**config.mk**
```make
export PLATFORM = sky130hd
export DESIGN_NAME = scanq_ovr_tracker
export DESIGN_NICKNAME = d
export VERILOG_FILES = /design/src/rtl/scanq_ovr_pkg.sv /design/src/rtl/scanq_queue.sv /design/src/rtl/scanq_flag.sv /design/src/rtl/scanq_status.sv /design/src/rtl/scanq_ovr_tracker.sv
export SDC_FILE = /design/constraint.sdc
export NUM_CORES = 1
export LEC_CHECK = 0
export BUFFER_PORTS_ARGS = -buffer_cell sky130_fd_sc_hd__buf_4
export CAP_MARGIN = 20
export CORE_ASPECT_RATIO = 1.4
export CORE_UTILIZATION = 50
export DETAILED_ROUTE_END_ITERATION = 16
export PLACE_DENSITY = 0.8
export SLEW_MARGIN = 15
export SYNTH_ARGS = -nofsm -noshare
export SYNTH_HDL_FRONTEND = slang
export SYNTH_SLANG_ARGS = --single-unit
```
**constraint.sdc**
```tcl
create_clock -name clk -period 4.2 [get_ports clk]
set_input_delay 0 -clock clk [delete_from_list [all_inputs] [get_ports clk]]
set_output_delay 0 -clock clk [all_outputs]
set_load 0.05 [all_outputs]
```
**src/rtl/scanq_ovr_pkg.sv**
```systemverilog
package scanq_ovr_pkg;
  localparam int NQ       = 2;
  localparam int MODE_W   = 3;
  localparam int STATUS_W = 4;
  localparam int REG_W    = 8;

  typedef enum logic [2:0] {
    QS_IDLE   = 3'd0,
    QS_ACTIVE = 3'd1,
    QS_PAUSED = 3'd2,
    QS_SUSP   = 3'd3,
    QS_PEND   = 3'd4
  } qstate_e;

  typedef enum logic [MODE_W-1:0] {
    M_OFF     = 3'd0,
    M_SW_ONE  = 3'd1,
    M_SW_RUN  = 3'd2,
    M_EXT_ONE = 3'd3,
    M_EXT_RUN = 3'd4,
    M_TMR_ONE = 3'd5,
    M_TMR_RUN = 3'd6,
    M_GATED   = 3'd7
  } qmode_e;

  function automatic logic mode_is_hw(input logic [MODE_W-1:0] m);
    return m >= MODE_W'(M_EXT_ONE);
  endfunction

  function automatic logic mode_is_sw(input logic [MODE_W-1:0] m);
    return (m == MODE_W'(M_SW_ONE)) || (m == MODE_W'(M_SW_RUN));
  endfunction
endpackage

```
**src/rtl/scanq_queue.sv**
```systemverilog
module scanq_queue
  import scanq_ovr_pkg::*;
#(
  parameter bit PRIMARY    = 1'b1,
  parameter int EOQ_REPEAT = 2
) (
  input  logic              clk,
  input  logic              rst_n,
  input  logic [MODE_W-1:0] mode_i,
  input  logic              trig_i,
  input  logic              start_i,
  input  logic              pause_i,
  input  logic              eoq_i,
  input  logic              stop_i,
  input  logic              hold_nxt_i,
  output qstate_e           state_nxt_o,
  output logic              ovr_evt_o
);
  localparam int CNT_W = $clog2(EOQ_REPEAT + 1);
  localparam logic [CNT_W-1:0] CNT_TOP = CNT_W'(EOQ_REPEAT - 1);

  qstate_e state_q, state_d;
  logic [CNT_W-1:0] eoq_cnt_q, eoq_cnt_d;
  logic hw_mode, sw_mode, accept, busy, gated, rescan, trig_ovr, gate_ovr;

  always_comb begin
    hw_mode  = mode_is_hw(mode_i);
    sw_mode  = mode_is_sw(mode_i);
    accept   = (hw_mode & trig_i) | (sw_mode & start_i);
    busy     = (state_q == QS_ACTIVE) || (state_q == QS_SUSP) || (state_q == QS_PEND);
    gated    = PRIMARY && (mode_i == MODE_W'(M_GATED));
    rescan   = (mode_i == MODE_W'(M_SW_RUN)) || gated;
    trig_ovr = hw_mode & trig_i & busy;
    gate_ovr = gated & (state_q == QS_ACTIVE) & eoq_i & ~stop_i & (eoq_cnt_q >= CNT_TOP);
  end

  always_comb begin
    state_d = state_q;
    unique case (state_q)
      QS_IDLE: begin
        if (accept) state_d = hold_nxt_i ? QS_PEND : QS_ACTIVE;
      end
      QS_ACTIVE: begin
        if (stop_i)                state_d = QS_IDLE;
        else if (eoq_i && !rescan) state_d = QS_IDLE;
        else if (pause_i)          state_d = QS_PAUSED;
        else if (hold_nxt_i)       state_d = QS_SUSP;
      end
      QS_PAUSED: begin
        if (stop_i)      state_d = QS_IDLE;
        else if (accept) state_d = hold_nxt_i ? QS_PEND : QS_ACTIVE;
      end
      QS_SUSP, QS_PEND: begin
        if (stop_i)           state_d = QS_IDLE;
        else if (!hold_nxt_i) state_d = QS_ACTIVE;
      end
      default: state_d = QS_IDLE;
    endcase
  end

  always_comb begin
    eoq_cnt_d = eoq_cnt_q;
    if (state_d == QS_IDLE)
      eoq_cnt_d = '0;
    else if (gated && state_q == QS_ACTIVE && eoq_i && eoq_cnt_q < CNT_TOP)
      eoq_cnt_d = eoq_cnt_q + 1'b1;
  end

  always_ff @(posedge clk or negedge rst_n) begin
    if (!rst_n) begin
      state_q   <= QS_IDLE;
      eoq_cnt_q <= '0;
    end else begin
      state_q   <= state_d;
      eoq_cnt_q <= eoq_cnt_d;
    end
  end

  assign state_nxt_o = state_d;
  assign ovr_evt_o   = trig_ovr | gate_ovr;

  // software, off modes never report an overrun
  a_r6_sw_no_overrun: assert property (@(posedge clk) disable iff (!rst_n)
    !mode_is_hw(mode_i) |-> !ovr_evt_o);

  // a dropped trigger leaves a running queue running
  a_r7_overrun_keeps_run: assert property (@(posedge clk) disable iff (!rst_n)
    (state_q == QS_ACTIVE && trig_i && mode_is_hw(mode_i) && !stop_i && !eoq_i
     && !pause_i && !hold_nxt_i) |=> (state_q == QS_ACTIVE));

  // stop always lands in idle
  a_r2_stop_idles: assert property (@(posedge clk) disable iff (!rst_n)
    stop_i |=> (state_q == QS_IDLE));

  generate
    if (PRIMARY) begin : g_prim
      // the priority queue is never parked
      a_r3_primary_never_parked: assert property (@(posedge clk) disable iff (!rst_n)
        !(state_q inside {QS_SUSP, QS_PEND}));
    end
  endgenerate
endmodule

```
**src/rtl/scanq_flag.sv**
```systemverilog
module scanq_flag (
  input  logic clk,
  input  logic rst_n,
  input  logic set_i,
  input  logic rd_i,
  input  logic wr_i,
  input  logic wbit_i,
  output logic flag_o
);
  logic flag_q, arm_q, clr_hit, flag_d, arm_d;

  always_comb begin
    clr_hit = wr_i & ~wbit_i & arm_q & flag_q;
    flag_d  = set_i | (flag_q & ~clr_hit);
    if (clr_hit || (set_i && !flag_q)) arm_d = 1'b0;
    else                               arm_d = arm_q | (rd_i & flag_q);
    arm_d = arm_d & flag_d;
  end

  always_ff @(posedge clk or negedge rst_n) begin
    if (!rst_n) begin
      flag_q <= 1'b0;
      arm_q  <= 1'b0;
    end else begin
      flag_q <= flag_d;
      arm_q  <= arm_d;
    end
  end

  assign flag_o = flag_q;

  // without an earlier read, a set flag survives
  a_r10_unarmed_keeps: assert property (@(posedge clk) disable iff (!rst_n)
    (flag_q && !arm_q) |=> flag_q);

  // a new overrun always leaves the flag set
  a_r11_set_wins: assert property (@(posedge clk) disable iff (!rst_n)
    set_i |=> flag_q);

  // armed write of 0 clears
  a_r9_armed_clear: assert property (@(posedge clk) disable iff (!rst_n)
    (flag_q && arm_q && wr_i && !wbit_i && !set_i) |=> !flag_q);
endmodule

```
**src/rtl/scanq_status.sv**
```systemverilog
module scanq_status
  import scanq_ovr_pkg::*;
(
  input  logic                clk,
  input  logic                rst_n,
  input  qstate_e             q1_nxt_i,
  input  qstate_e             q2_nxt_i,
  output logic [STATUS_W-1:0] status_o
);
  localparam int HALF = STATUS_W / 2;

  logic [HALF-1:0] hi, lo;
  logic [STATUS_W-1:0] status_q;

  always_comb begin
    unique case (q1_nxt_i)
      QS_ACTIVE: hi = HALF'(2'b01);
      QS_PAUSED: hi = HALF'(2'b10);
      default:   hi = '0;
    endcase
    if (q1_nxt_i == QS_IDLE) begin
      unique case (q2_nxt_i)
        QS_ACTIVE: lo = HALF'(2'b01);
        QS_PAUSED: lo = HALF'(2'b10);
        default:   lo = '0;
      endcase
    end else begin
      unique case (q2_nxt_i)
        QS_PAUSED: lo = HALF'(2'b01);
        QS_SUSP:   lo = HALF'(2'b10);
        QS_PEND:   lo = HALF'(2'b11);
        default:   lo = '0;
      endcase
    end
  end

  always_ff @(posedge clk or negedge rst_n) begin
    if (!rst_n) status_q <= '0;
    else        status_q <= {hi, lo};
  end

  assign status_o = status_q;

  // queue 2 only runs while queue 1 is idle, and is only parked while queue 1 is busy
  a_r3_pair_legal: assert property (@(posedge clk) disable iff (!rst_n)
    (q1_nxt_i == QS_IDLE) ? !(q2_nxt_i inside {QS_SUSP, QS_PEND}) : (q2_nxt_i != QS_ACTIVE));

  // reserved codes are never produced
  a_r4_code_legal: assert property (@(posedge clk) disable iff (!rst_n)
    (status_q != 4'b0011) && (status_q[3:2] != 2'b11));
endmodule

```
**src/rtl/scanq_ovr_tracker.sv**
```systemverilog
module scanq_ovr_tracker
  import scanq_ovr_pkg::*;
#(
  parameter int EOQ_REPEAT = 2
) (
  input  logic                clk,
  input  logic                rst_n,
  input  logic [MODE_W-1:0]   q1_mode_i,
  input  logic [MODE_W-1:0]   q2_mode_i,
  input  logic [NQ-1:0]       trig_i,
  input  logic [NQ-1:0]       start_i,
  input  logic [NQ-1:0]       pause_i,
  input  logic [NQ-1:0]       eoq_i,
  input  logic [NQ-1:0]       stop_i,
  input  logic                rd_i,
  input  logic                wr_i,
  input  logic [NQ-1:0]       wdata_i,
  output logic [REG_W-1:0]    rdata_o,
  output logic [STATUS_W-1:0] status_o,
  output logic [NQ-1:0]       ovr_o
);
  localparam int PAD_W = REG_W - STATUS_W - NQ;

  logic [MODE_W-1:0] mode_w [NQ];
  qstate_e           q_nxt  [NQ];
  logic [NQ-1:0]     ovr_evt;
  logic              q1_busy_nxt;

  assign mode_w[0]   = q1_mode_i;
  assign mode_w[1]   = q2_mode_i;
  assign q1_busy_nxt = (q_nxt[0] != QS_IDLE);

  generate
    for (genvar i = 0; i < NQ; i++) begin : g_q
      scanq_queue #(
        .PRIMARY    (i == 0),
        .EOQ_REPEAT (EOQ_REPEAT)
      ) u_queue (
        .clk         (clk),
        .rst_n       (rst_n),
        .mode_i      (mode_w[i]),
        .trig_i      (trig_i[i]),
        .start_i     (start_i[i]),
        .pause_i     (pause_i[i]),
        .eoq_i       (eoq_i[i]),
        .stop_i      (stop_i[i]),
        .hold_nxt_i  ((i == 0) ? 1'b0 : q1_busy_nxt),
        .state_nxt_o (q_nxt[i]),
        .ovr_evt_o   (ovr_evt[i])
      );

      scanq_flag u_flag (
        .clk    (clk),
        .rst_n  (rst_n),
        .set_i  (ovr_evt[i]),
        .rd_i   (rd_i),
        .wr_i   (wr_i),
        .wbit_i (wdata_i[i]),
        .flag_o (ovr_o[i])
      );
    end
  endgenerate

  scanq_status u_status (
    .clk      (clk),
    .rst_n    (rst_n),
    .q1_nxt_i (q_nxt[0]),
    .q2_nxt_i (q_nxt[1]),
    .status_o (status_o)
  );

  assign rdata_o = {status_o, {PAD_W{1'b0}}, ovr_o};

  // read data mirrors status and flags
  a_r12_rdata_layout: assert property (@(posedge clk) disable iff (!rst_n)
    (rdata_o[REG_W-1 -: STATUS_W] == status_o) && (rdata_o[NQ-1:0] == ovr_o));
endmodule

```
# Yosys cells after proc, flatten, opt, wreduce, memory -nomap -nowiden

Index checks and enable logic that the tools add are counted.

Mux-type cells: 25
Bitwise gates (word level): 34
Equal/unequal tests: 19
$lt $le $gt $ge: 4
Reduce and logical (&&, ||, !) cells: 27
$add $sub $neg: 1

Operators with widths:

| operator            | count |
|---|---|
| $mux 3              | 14 |
| $eq 3x2->1 const B  | 9 |
| $pmux 3 s4          | 2 |
| $and 1x1->1         | 22 |
| $eq 3x1->1 const B  | 6 |
| $eq 3x3->1 const B  | 4 |
| $logic_not 3->1     | 3 |
| $logic_or 1x1->1    | 9 |
| $pmux 2 s2          | 2 |
| $logic_and 1x1->1   | 7 |
| $or 1x1->1          | 7 |
| $ge 3x2->1 const B  | 2 |
| $mux 2              | 3 |
| $pmux 2 s3          | 1 |
| $not 1->1           | 5 |
| $logic_not 1->1     | 4 |
| $reduce_or 2->1     | 2 |
| $mux 1              | 3 |
| $reduce_bool 3->1   | 1 |
| $add 2x1->2 const B | 1 |
| $ge 2x1->1 const B  | 1 |
| $lt 2x1->1 const B  | 1 |
| $reduce_bool 2->1   | 1 |

Logic and storage cells: 118
Input bits: 22
Output and inout port bits: 14
Flip-flop bits (word level): 16

# Depth between registers and ports, before layout

Gate-level depths: netlist of the first run.

Depth after elaboration: 16
Depth in mapped cells: 5
Depth with buffers taken out: 5

# Hierarchy

From an unflattened synthesis of the first run, not the netlist that was laid out.

Cells, all modules: 119
Area, all modules: 1109.8 um^2

By module, submodules not included:

| module                        | instances | cells each | area each (um^2) |
|---|---|---|---|
| scanq_queue at g_q[0].u_queue | 1         | 51         | 435.4 |
| scanq_queue at g_q[1].u_queue | 1         | 32         | 264.0 |
| scanq_status                  | 1         | 16         | 190.2 |
| scanq_flag                    | 2         | 5          | 75.1 |
| scanq_ovr_tracker             | 1         | 10         | 70.1 |

# Worst setup path after synthesis of the first run

Ideal clock, no wire load.

Path kind: flip-flop to flip-flop
Start point: register g_q[0].u_queue.state_q[0]
End point: register u_status.status_q[0] (netlist: u_status.status_o[0])
Setup time: 0.125 ns
Setup slack: 2.693 ns
Path buffers: 0
Data required time: 4.075 ns
Stages on the path, launching flop included: 4
Arrival: 1.382 ns
Cells stage by stage: dfrtp_1 -> or4_4 -> o21a_4 -> mux2_4

Cells in the longest elaborated chain, start to end: 13
Elaborated cells on any way between the ends: 31

Ends and longest elaborated chain:

| item                                     | line                                   | RTL |
|---|---|---|
| from (decl)                              | scanq_queue.sv:22                      | `qstate_e state_q, state_d;` |
| from (signal assigned)                   | scanq_queue.sv:74                      | `state_q <= state_d;` |
| $mux 3                                   | scanq_queue.sv:46                      | `else if (pause_i) state_d = QS_PAUSED;` |
| $mux 3                                   | scanq_queue.sv:45                      | `else if (eoq_i && !rescan) state_d = QS_IDLE;` |
| $mux 3                                   | scanq_queue.sv:44                      | `if (stop_i) state_d = QS_IDLE;` |
| $pmux 3 s4 *                             | scanq_queue.sv:39                      | `unique case (state_q)` |
| $reduce_bool 3->1                        | scanq_ovr_tracker.sv:31                | `assign q1_busy_nxt = (q_nxt[0] != QS_IDLE);` |
| $mux 3                                   | scanq_queue.sv:47                      | `else if (hold_nxt_i) state_d = QS_SUSP;` |
| $mux 3                                   | scanq_queue.sv:46                      |  |
| $mux 3                                   | scanq_queue.sv:45                      |  |
| $mux 3                                   | scanq_queue.sv:44                      |  |
| $pmux 3 s4                               | scanq_queue.sv:39                      |  |
| $eq 3x3->1 (tied with other cells)       | scanq_status.sv:28                     | `unique case (q2_nxt_i)` |
| $pmux 2 s3 or $pmux 2 s2 (tied branches) | scanq_status.sv:28, scanq_status.sv:22 |  |
| $mux 2 *                                 | scanq_status.sv:21                     | `if (q1_nxt_i == QS_IDLE) begin` |
| via u_status.lo[0]                       | scanq_status.sv:12                     | `logic [HALF-1:0] hi, lo;` |
| to (signal assigned)                     | scanq_status.sv:39                     | `else status_q <= {hi, lo};` |
| to (decl)                                | scanq_status.sv:13                     | `logic [STATUS_W-1:0] status_q;` |

The timed path passes the listed nets; every way through them passes the cells marked *.
A chain may end at the register's enable or synchronous reset.

# Worst setup path in the final report of the first run

Start point: register g_q[0].u_queue.state_q[0]
End point: register u_status.status_q[1] (netlist: u_status.status_o[1])

The elaborated chain is that of the path after synthesis.

==> results_dict.tcl, run 1 <==
set metrics [dict create \
    grt_pass1_vias 899 \
    r2r_setup_slack_ns 2.57 \
    crit_end "u_status.status_o[1]$_DFF_PN0_" \
    place_congestion 0.785 \
    rows 19 \
    crit_path_cell_trace "nor2b_1 > a311oi_1 > o21a_1 > o21a_4 > mux2_4" \
    fin_tns_setup_ns 0 \
    synth_cell_types 40 \
    cp_num_cells 5 \
    ios 36 \
    clockRootBuffer "clkbuf_4" \
    rr_worst_depth 5 \
    start_kind "flop" \
    synth_top_cell_area_share_pct 38.9 \
    rsz0062_at_grt "no" \
    yosysMostFrequentCell "dfrtp_1" \
    synth_flop_cell "dfrtp_1" \
    fin_skew_ns 0.00704 \
    crit_fanout 7 \
    power_density_nw_per_um2 516 \
    hold_viol_final 0 \
    vias 921 \
    max_freq_mhz 613 \
    cts_htree_levels 1 \
    syn_area_per_cell_sq_um 9.53 \
    outcome "complete, no violations" \
    grtUsageMet1_pct 23.7 \
    syn_area_sq_um 1030 \
    hpwl_microns 1640 \
    routed_wl_microns 2160 \
    drive_above_1_share_pct 31.0 \
    die_h_microns 55.7 \
    yosysWarnings 0 \
    cp_top_family "compound AO/OA/AOI/OAI gates" \
    clkSlewWorstSetupHoldPaths_ns 0.09 \
    ant_nets 0 \
    cp-end-kind "flop" \
    ys_seq_area_share_pct 38.9 \
    synth_area_leaders "dfrtp_1 (39%), buf_4 (7.3%), nand2_1 (3.6%), o21ai_0 (2.9%), mux2_4 (2.9%)" \
    initial_core_util_pct 52.8 \
    synth_common_cells "dfrtp_1 (16), buf_4 (10), nand2_1 (10), nor2_1 (8), inv_1 (7)" \
    setup_viol 0 \
    grt_pass1_wl_microns 3510 \
    p_leak_nw 0.656 \
    finalPower_uw 683 \
    drtPass1Iterations 4 \
    nets 167 \
    r2r-end "u_status.status_o[1]$_DFF_PN0_" \
    avgViaCountPerCell 5.65 \
    critPathLaunch "g_q[0].u_queue.state_q[0]$_DFF_PN0_" \
    syn_to_final_growth_pct 28.4 \
    grtUsageMet3_pct 3.60 \
    io_buffers 33 \
    gr-usage-met2_pct 38.8 \
    clock_sinks 16 \
    max-cap-violations 0 \
    hp-class "input pin to flop" \
    crit_path_top_delay_cell "dfrtp_1" \
    numCtsBuffers 3 \
    path_buf_inv 0 \
    fin_crit_sh_pct 38.8 \
    drt_iter0_markers 11 \
    die-area_sq_um 2250 \
    grt_max_degree 17 \
    ctsLongestPathBuffers 2 \
    synth_edf_count 0 \
    stdcell_area_sq_um 1320 \
    wl_per_cell_microns 13.3 \
    die_x_microns 40.4 \
    async_flop_share_pct 100 \
    ir_drop_uv 271 \
    busiest_layer "met2" \
    crit_path_max_incr_delay_ns 0.44 \
    synth_cells 108 \
    grt_antenna_before_repair 0 \
    placed_area_sq_um 1240 \
    r2r-start "g_q[0].u_queue.state_q[0]$_DFF_PN0_" \
    drc_errors 0 \
    coreArea_sq_um 1950 \
    ys_ff_latch 16 \
    required_ns 4.39 \
    worstPathArrival_ns 1.82 \
    setup.worst_path.class "flop to flop" \
    worstSkewPairLatency_ns 0.29 \
    grt_overflow 0 \
    drv_slew 0 \
    cts_tree "yes" \
    gr-usage-all-layers_pct 22.2 \
    yosys.area.top_type "dfrtp_1" \
    fillCellCount 162 \
    fin_crit_ns 1.63 \
    n_antenna_cell 0 \
]
cells by family (layout without fill, tap and decap cells):
group	count (synthesis)	after routing	synth area share, %
compound gates	28	28	21.4
xor+xnor	2	2	1.70
fa+ha+maj	2	2	2.43
buf+inv	17	49	9.84
flops	16	16	38.9
mux	3	3	3.89
other cells	1	3	0.364
simple gates	39	39	21.5
layer usage:
metal,part of all wire [%],vias up
li1,-,447
met1,39,434
met2,53,35
met3,4.9,5
met4,2.3,0
met5,0,-
registers in the layout, summed over array words and instances (netlist names):
| register | count |
|---|---|
| g_q.u_flag.arm_q | 2 |
| g_q.u_flag.flag_o | 2 |
| g_q.u_queue.eoq_cnt_q | 2 |
| g_q.u_queue.state_q | 6 |
| u_status.status_o | 4 |
metrics by stage:
stage / hold slack [ns] / setup slack, ns / std cells / util (%)
after global placement: -0.136 / 2.68 / 154 / 63.4
after floorplan: -0.296 / 2.69 / 110 / -
final: 0.00578 / 2.57 / 163 / 67.8
after CTS: 0.0118 / 2.59 / 163 / 67.8
after global routing: 0.0459 / 2.51 / 163 / 67.8
after detailed placement: -0.134 / 2.60 / 154 / 63.4
worst min path at each step:
stage | from | end | slack [ns] | depth (start not counted)
floorplan | rst_n | g_q[0].u_flag.arm_q$_DFF_PN0_ | -0.30 | 0
CTS | wdata_i[0] | g_q[0].u_flag.flag_o$_DFF_PN0_ | 0.01 | 3
global placement | rst_n | u_status.status_o[0]$_DFF_PN0_ | -0.14 | 1
global route | wdata_i[0] | g_q[0].u_flag.flag_o$_DFF_PN0_ | 0.05 | 3
detailed placement | rst_n | u_status.status_o[1]$_DFF_PN0_ | -0.13 | 1
finish | wdata_i[0] | g_q[0].u_flag.flag_o$_DFF_PN0_ | 0.006 | 3
worst register-to-register path: stages, from the launching register on:
cell,delay (ns)
dfrtp_1,0.44
nor2b_1,0.17
a311oi_1,0.27
o21a_1,0.17
o21a_4,0.18
mux2_4,0.30
cell usage in the layout, fill, tap and decap left out, types with 2 or more instances in the layout:
master | synthesis | final
nor2_1 | 8 | 8
and3_1 | 2 | 2
dfrtp_1 | 16 | 16
ha_1 | 2 | 2
nand2b_1 | 2 | 2
nor4bb_1 | 2 | 2
a21oi_1 | 2 | 2
clkbuf_4 | 0 | 3
inv_1 | 7 | 7
nor2b_1 | 2 | 2
nand3_1 | 3 | 3
a211o_1 | 2 | 2
mux2_4 | 2 | 2
buf_4 | 10 | 33
o21ai_0 | 6 | 6
dlygate4sd3_1 | 0 | 5
nor3_1 | 3 | 3
o21a_1 | 3 | 3
xnor2_1 | 2 | 2
conb_1 | 1 | 3
and4bb_1 | 2 | 2
a21o_1 | 2 | 2
nand2_1 | 10 | 10
what timing repair did:
| action | CTS | global route |
|---|---|---|
| endpoints found under the hold margin | 24 | 0 |
| buffers inserted | 0 | 0 |
| hold buffers | 5 | 0 |
| gates resized for setup | 0 | 0 |
layout make-up:
cell class                      count  area, sq um  area share, %
Sequential cell                    16          400           30.3
Inverter                            7         26.3           1.99
Clock buffer                        4         36.3           2.74
Timing Repair Buffer               38          298           22.5
Multi-Input combinational cell     77          536           40.5
Tap cell                           21         26.3           1.99
power breakdown:
| group | internal [mW] | leakage, nW | switching, mW | total [mW] |
|---|---|---|---|---|
| sequential | 0.193 | 0.205 | 0.0335 | 0.226 |
| combinational | 0.133 | 0.430 | 0.223 | 0.356 |
| clock | 0.0529 | 0.0210 | 0.0481 | 0.101 |
Note: power is estimated with default switching activity, not from simulation.
==> run 2: changes to the inputs <==
--- a/config.mk
+++ b/config.mk
@@ -8,9 +8,9 @@
 export BUFFER_PORTS_ARGS = -buffer_cell sky130_fd_sc_hd__buf_4
 export CAP_MARGIN = 20
 export CORE_ASPECT_RATIO = 1.4
-export CORE_UTILIZATION = 50
+export CORE_UTILIZATION = 49
 export DETAILED_ROUTE_END_ITERATION = 16
-export PLACE_DENSITY = 0.8
+export PLACE_DENSITY = 0.79
 export SLEW_MARGIN = 15
 export SYNTH_ARGS = -nofsm -noshare
 export SYNTH_HDL_FRONTEND = slang
==> constraint.sdc (replaced) <==
create_clock -name clk -period 1.6 [get_ports clk]
set_input_delay 0 -clock clk [delete_from_list [all_inputs] [get_ports clk]]
set_output_delay 0 -clock clk [all_outputs]
set_load 0.05 [all_outputs]
==> run 2 against run 1 <==
Compared with the run above: final cell count grew 2.5%; core utilization grew 0.89 points; non-clock buffer count grew 5; clock power grew 96%; global-route usage shrank 2.0 points; total power grew to 2.6 times the previous value; critical path depth shrank 2; wire length shrank 5.7%; combinational power grew to 2.8 times the previous value; register-to-register slack lost 2.5 ns; sequential power grew to 2.6 times the previous value; largest cell class unchanged.
==> results_dict.tcl, run 2 (same netlist as run 1, synthesis figures left out) <==
set metrics [dict create \
    ios 36 \
    hp-start "wdata_i[0]" \
    hpwl_microns 1650 \
    placed_area_sq_um 1270 \
    n_antenna_cell 0 \
    setup_viol 0 \
    drt_iter0_markers 11 \
    outcome "complete, no violations" \
    clkSlewWorstSetupHoldPaths_ns 0.09 \
    rows 19 \
    grt_overflow 0 \
    drc_errors 0 \
    critPathLaunch "g_q[0].u_queue.state_q[0]$_DFF_PN0_" \
    ir_drop_uv 751 \
    place_congestion 0.797 \
    numCtsBuffers 3 \
    largest_register_ffs 6 \
    ctsLongestPathBuffers 2 \
    clock_sinks 16 \
    power_density_nw_per_um2 1300 \
    clockRootBuffer "clkbuf_4" \
    stdcell_area_sq_um 1360 \
    nets 172 \
    die-area_sq_um 2290 \
    start_kind "flop" \
    setup.worst_path.class "flop to flop" \
    max_freq_mhz 635 \
    die_h_microns 56.2 \
    grt_antenna_before_repair 0 \
    grt_pass1_vias 845 \
    gr-usage-all-layers_pct 20.2 \
    drive_above_1_share_pct 34.9 \
    cts_htree_levels 1 \
    vias 916 \
    p_leak_nw 0.675 \
    top_register "g_q.u_queue.state_q" \
    required_ns 1.77 \
    initial_core_util_pct 52.2 \
    coreArea_sq_um 1970 \
    final_cell_mix "buf_4 (38), dfrtp_1 (15), nand2_1 (10), nor2_1 (8), inv_1 (7)" \
    hold_viol_final 0 \
    fin_crit_ns 1.57 \
    syn_to_final_growth_pct 31.7 \
    crit_fanout 6 \
    fin_crit_sh_pct 98.4 \
    routed_wl_microns 2040 \
    die_x_microns 40.7 \
    hp-class "input pin to flop" \
    drtPass1Iterations 4 \
    crit_path_top_delay_cell "or4_4" \
    layout_commonest_cell "buf_4" \
    worstPathArrival_ns 1.75 \
    io_buffers 33 \
    ant_nets 0 \
    rsz0062_at_grt "no" \
    fin_skew_ns 0.00953 \
    worstSkewPairLatency_ns 0.28 \
    crit_path_max_incr_delay_ns 0.56 \
    r2r-start "g_q[0].u_queue.state_q[0]$_DFF_PN0_" \
    crit_path_cell_trace "or4_4 > o21a_4 > mux2_4" \
    grt_max_degree 17 \
    max-cap-violations 0 \
    avgViaCountPerCell 5.49 \
    wl_per_cell_microns 12.2 \
    cp-end-kind "flop" \
    fin_tns_setup_ns 0 \
    drv_slew 0 \
    cts_tree "yes" \
    grt_pass1_wl_microns 3290 \
]
==> run 2: per-stage QoR <==
stage                     util [%]  setup slack, ns  power (mW)  std cells  hold WS, ns
after floorplan                  -           0.0928        1.36        110       -0.296
after global placement        64.2           0.0775        1.54        158       -0.135
after detailed placement      64.2           0.0405        1.55        158       -0.135
after CTS                     67.9           0.0156        1.76        166       0.0268
after global routing          68.7         0.000562        1.86        167       0.0444
final                         68.7           0.0251        1.76        167       0.0260
==> run 2: power by group <==
group	total, mW	internal, mW	switching [mW]	leakage, nW
Combinational	0.985	0.377	0.608	0.457
Clock	0.198	0.0872	0.110	0.0138
Sequential	0.577	0.507	0.0702	0.203
==> run 2: layout make-up <==
cell class              instances  area (sq um)
well taps                      21          26.3
flip-flops and latches         16           402
clock buffers                   3          22.5
fillers                       173           617
inverters                       7          26.3
repair buffers                 43           335
multi-input cells              77           544
==> run 2: worst max-delay path, delay by kind of cell, from the launching register on <==
kind | cells | cell delay, ns
DFF | 1 | 0.45
and+or+nand+nor | 1 | 0.56
AOI/OAI and AO/OA | 1 | 0.16
muxes | 1 | 0.29
==> run 2: path summary, 6_finish.rpt <==
| check | endpoint | slack [ns] | depth (start not counted) |
|---|---|---|---|
| max | u_status.status_o[0]$_DFF_PN0_ | 0.03 | 3 |
| min | g_q[0].u_flag.flag_o$_DFF_PN0_ | 0.03 | 3 |
| max in group asynchronous | g_q[0].u_queue.state_q[0]$_DFF_PN0_ | 1.31 | 2 |
| max reg2reg | u_status.status_o[0]$_DFF_PN0_ | 0.03 | 3 |
| min in group asynchronous | g_q[1].u_queue.state_q[0]$_DFF_PN0_ | 0.11 | 2 |
| min reg2reg | g_q[0].u_flag.arm_q$_DFF_PN0_ | 0.50 | 2 |
==> run 2: layer usage <==
metal,vias to the layer above,wire (microns),global-route usage (%)
met3,4,74,1.20
li1,453,-,-
met2,29,1100,34.5
met4,0,33,8.57
met5,-,0,0
met1,430,833,24.3
==> run 2: what timing repair did <==
item	in CTS	in global routing
endpoints found under the setup margin	0	2
setup buffers	0	1
endpoints found under the hold margin	24	0
hold buffers	5	0
resized for setup	0	3
==> run 3: changes to the inputs <==
--- a/config.mk
+++ b/config.mk
@@ -8,9 +8,10 @@
 export BUFFER_PORTS_ARGS = -buffer_cell sky130_fd_sc_hd__buf_4
 export CAP_MARGIN = 20
 export CORE_ASPECT_RATIO = 1.4
-export CORE_UTILIZATION = 49
+export CORE_UTILIZATION = 50
+export CTS_BUF_LIST = sky130_fd_sc_hd__clkbuf_8
 export DETAILED_ROUTE_END_ITERATION = 16
-export PLACE_DENSITY = 0.79
+export PLACE_DENSITY = 0.8
 export SLEW_MARGIN = 15
 export SYNTH_ARGS = -nofsm -noshare
 export SYNTH_HDL_FRONTEND = slang
==> run 3 against run 2 <==
Compared with the run above: combinational power barely moved; wire length rose by 12%; core utilization rose by 3.0 points; final cell count rose by 1.8%; clock-buffer cell count rose by 1; sequential power barely moved.
==> results_dict.tcl, run 3 (same netlist as run 1, synthesis figures left out) <==
set metrics [dict create \
    cts_htree_levels 1 \
    fin_skew_ns 0.00286 \
    drive_above_1_share_pct 36.9 \
    start_kind "flop" \
    clkSlewWorstSetupHoldPaths_ns 0.06 \
    io_buffers 33 \
    die_h_microns 55.7 \
    fin_crit_ns 1.60 \
    vias 984 \
    drtPass1Iterations 4 \
    hpwl_microns 1740 \
    rows 19 \
    fin_crit_sh_pct 99.8 \
    route.layer.met1.wl_microns 854 \
    cts_tree "yes" \
    layout_commonest_cell "buf_4" \
    grt_max_degree 17 \
    clock_sinks 16 \
    crit_path_top_delay_cell "dfrtp_1" \
    p_leak_nw 0.701 \
    ios 36 \
    gr-usage-all-layers_pct 21.7 \
    ctsLongestPathBuffers 2 \
    drc_errors 0 \
    top_layer "met4" \
    n_antenna_cell 0 \
    worstSkewPairLatency_ns 0.25 \
    crit_path_max_incr_delay_ns 0.41 \
    grt_pass1_vias 918 \
    numCtsBuffers 3 \
    setup.worst_path.class "flop to flop" \
    grt_pass1_wl_microns 3440 \
    required_ns 1.73 \
    clockRootBuffer "clkbuf_8" \
    r2r_setup_slack_ns 0.003 \
    place_congestion 0.763 \
    syn_to_final_growth_pct 35.7 \
    finalPower_mw 1.94 \
    hold_viol_final 0 \
    outcome "complete, no violations" \
    power_density_nw_per_um2 1390 \
    die-area_sq_um 2250 \
    top_register "g_q.u_queue.state_q" \
    ant_nets 0 \
    wl_per_cell_microns 13.4 \
    grt_overflow 0 \
    drv_slew 0 \
    fin_tns_setup_ns 0 \
    largest_register_ffs 6 \
    worst_hold_slack_ns 0.0108 \
    cp-end-kind "flop" \
    die_x_microns 40.4 \
    hp-class "input pin to flop" \
    max_freq_mhz 626 \
    avgViaCountPerCell 5.79 \
    nets 174 \
    met2_length_microns 1270 \
    drt_iter0_markers 27 \
    crit_fanout 6 \
    worstPathArrival_ns 1.73 \
    placed_area_sq_um 1270 \
    routed_wl_microns 2280 \
    max-cap-violations 0 \
    final_cell_mix "buf_4 (42), dfrtp_1 (16), nand2_1 (10), nor2_1 (8), inv_1 (7)" \
    fin_util_pct 71.7 \
    ir_drop_uv 702 \
    setup_viol 0 \
    stdcell_area_sq_um 1400 \
    crit_path_cell_trace "nor2b_2 > a311oi_2 > o21a_1 > o21a_4 > mux2_4" \
    coreArea_sq_um 1950 \
    initial_core_util_pct 52.8 \
    grt_antenna_before_repair 0 \
    wl_met3_microns 97 \
]
## run 3: critical path, delay by kind of cell, from the launching register on
kind            cells  cell delay [ns]
compound gates      3             0.59
flops               1             0.41
mux                 1             0.30
simple gates        1             0.18
## run 3: cell type report
cell class | instances | area (sq um)
inverter | 7 | 26.3
tap | 21 | 26.3
clock buffer | 4 | 55.1
timing repair buffer | 45 | 345
sequential | 16 | 400
fill | 152 | 552
multi-input combinational | 77 | 544
## run 3: layer usage
layer | track usage (%) | vias to the layer above
li1 | - | 464
met1 | 22.8 | 480
met2 | 37.4 | 34
met3 | 3.20 | 6
met4 | 12.4 | 0
met5 | 0 | -
## run 3: worst paths after layout
| check | start | endpoint | depth (start not counted) |
|---|---|---|---|
| setup / recovery | g_q[0].u_queue.state_q[0]$_DFF_PN0_ | u_status.status_o[1]$_DFF_PN0_ | 5 |
| hold / removal | trig_i[0] | g_q[0].u_flag.flag_o$_DFF_PN0_ | 3 |
| setup reg to reg | g_q[0].u_queue.state_q[0]$_DFF_PN0_ | u_status.status_o[1]$_DFF_PN0_ | 5 |
| hold reg to reg | g_q[0].u_flag.arm_q$_DFF_PN0_ | g_q[0].u_flag.arm_q$_DFF_PN0_ | 2 |
| max in group asynchronous | rst_n | g_q[1].u_flag.flag_o$_DFF_PN0_ | 2 |
| min in group asynchronous | rst_n | g_q[0].u_queue.eoq_cnt_q[0]$_DFFE_PN0P_ | 2 |
## run 3: timing repair
| action | CTS | global route |
|---|---|---|
| resized for setup | 0 | 2 |
| endpoints found under the hold margin | 19 | 0 |
| buffers inserted | 0 | 5 |
| hold buffers | 3 | 0 |
| pin swaps | 1 | 5 |
| setup endpoints to repair | 2 | 2 |
## run 3: report_power, final
part           leakage (nW)  internal [mW]  switching [mW]
Clock                0.0288          0.218           0.128
Sequential            0.205          0.507          0.0713
Combinational         0.468          0.391           0.623
## run 3: stage by stage
step / setup WS (ns) / std cells
CTS: 0.00669 / 165
global route: -0.00975 / 170
floorplan: 0.0928 / 110
finish: 0.00277 / 170
detailed placement: -0.0130 / 158
global placement: 0.0778 / 158
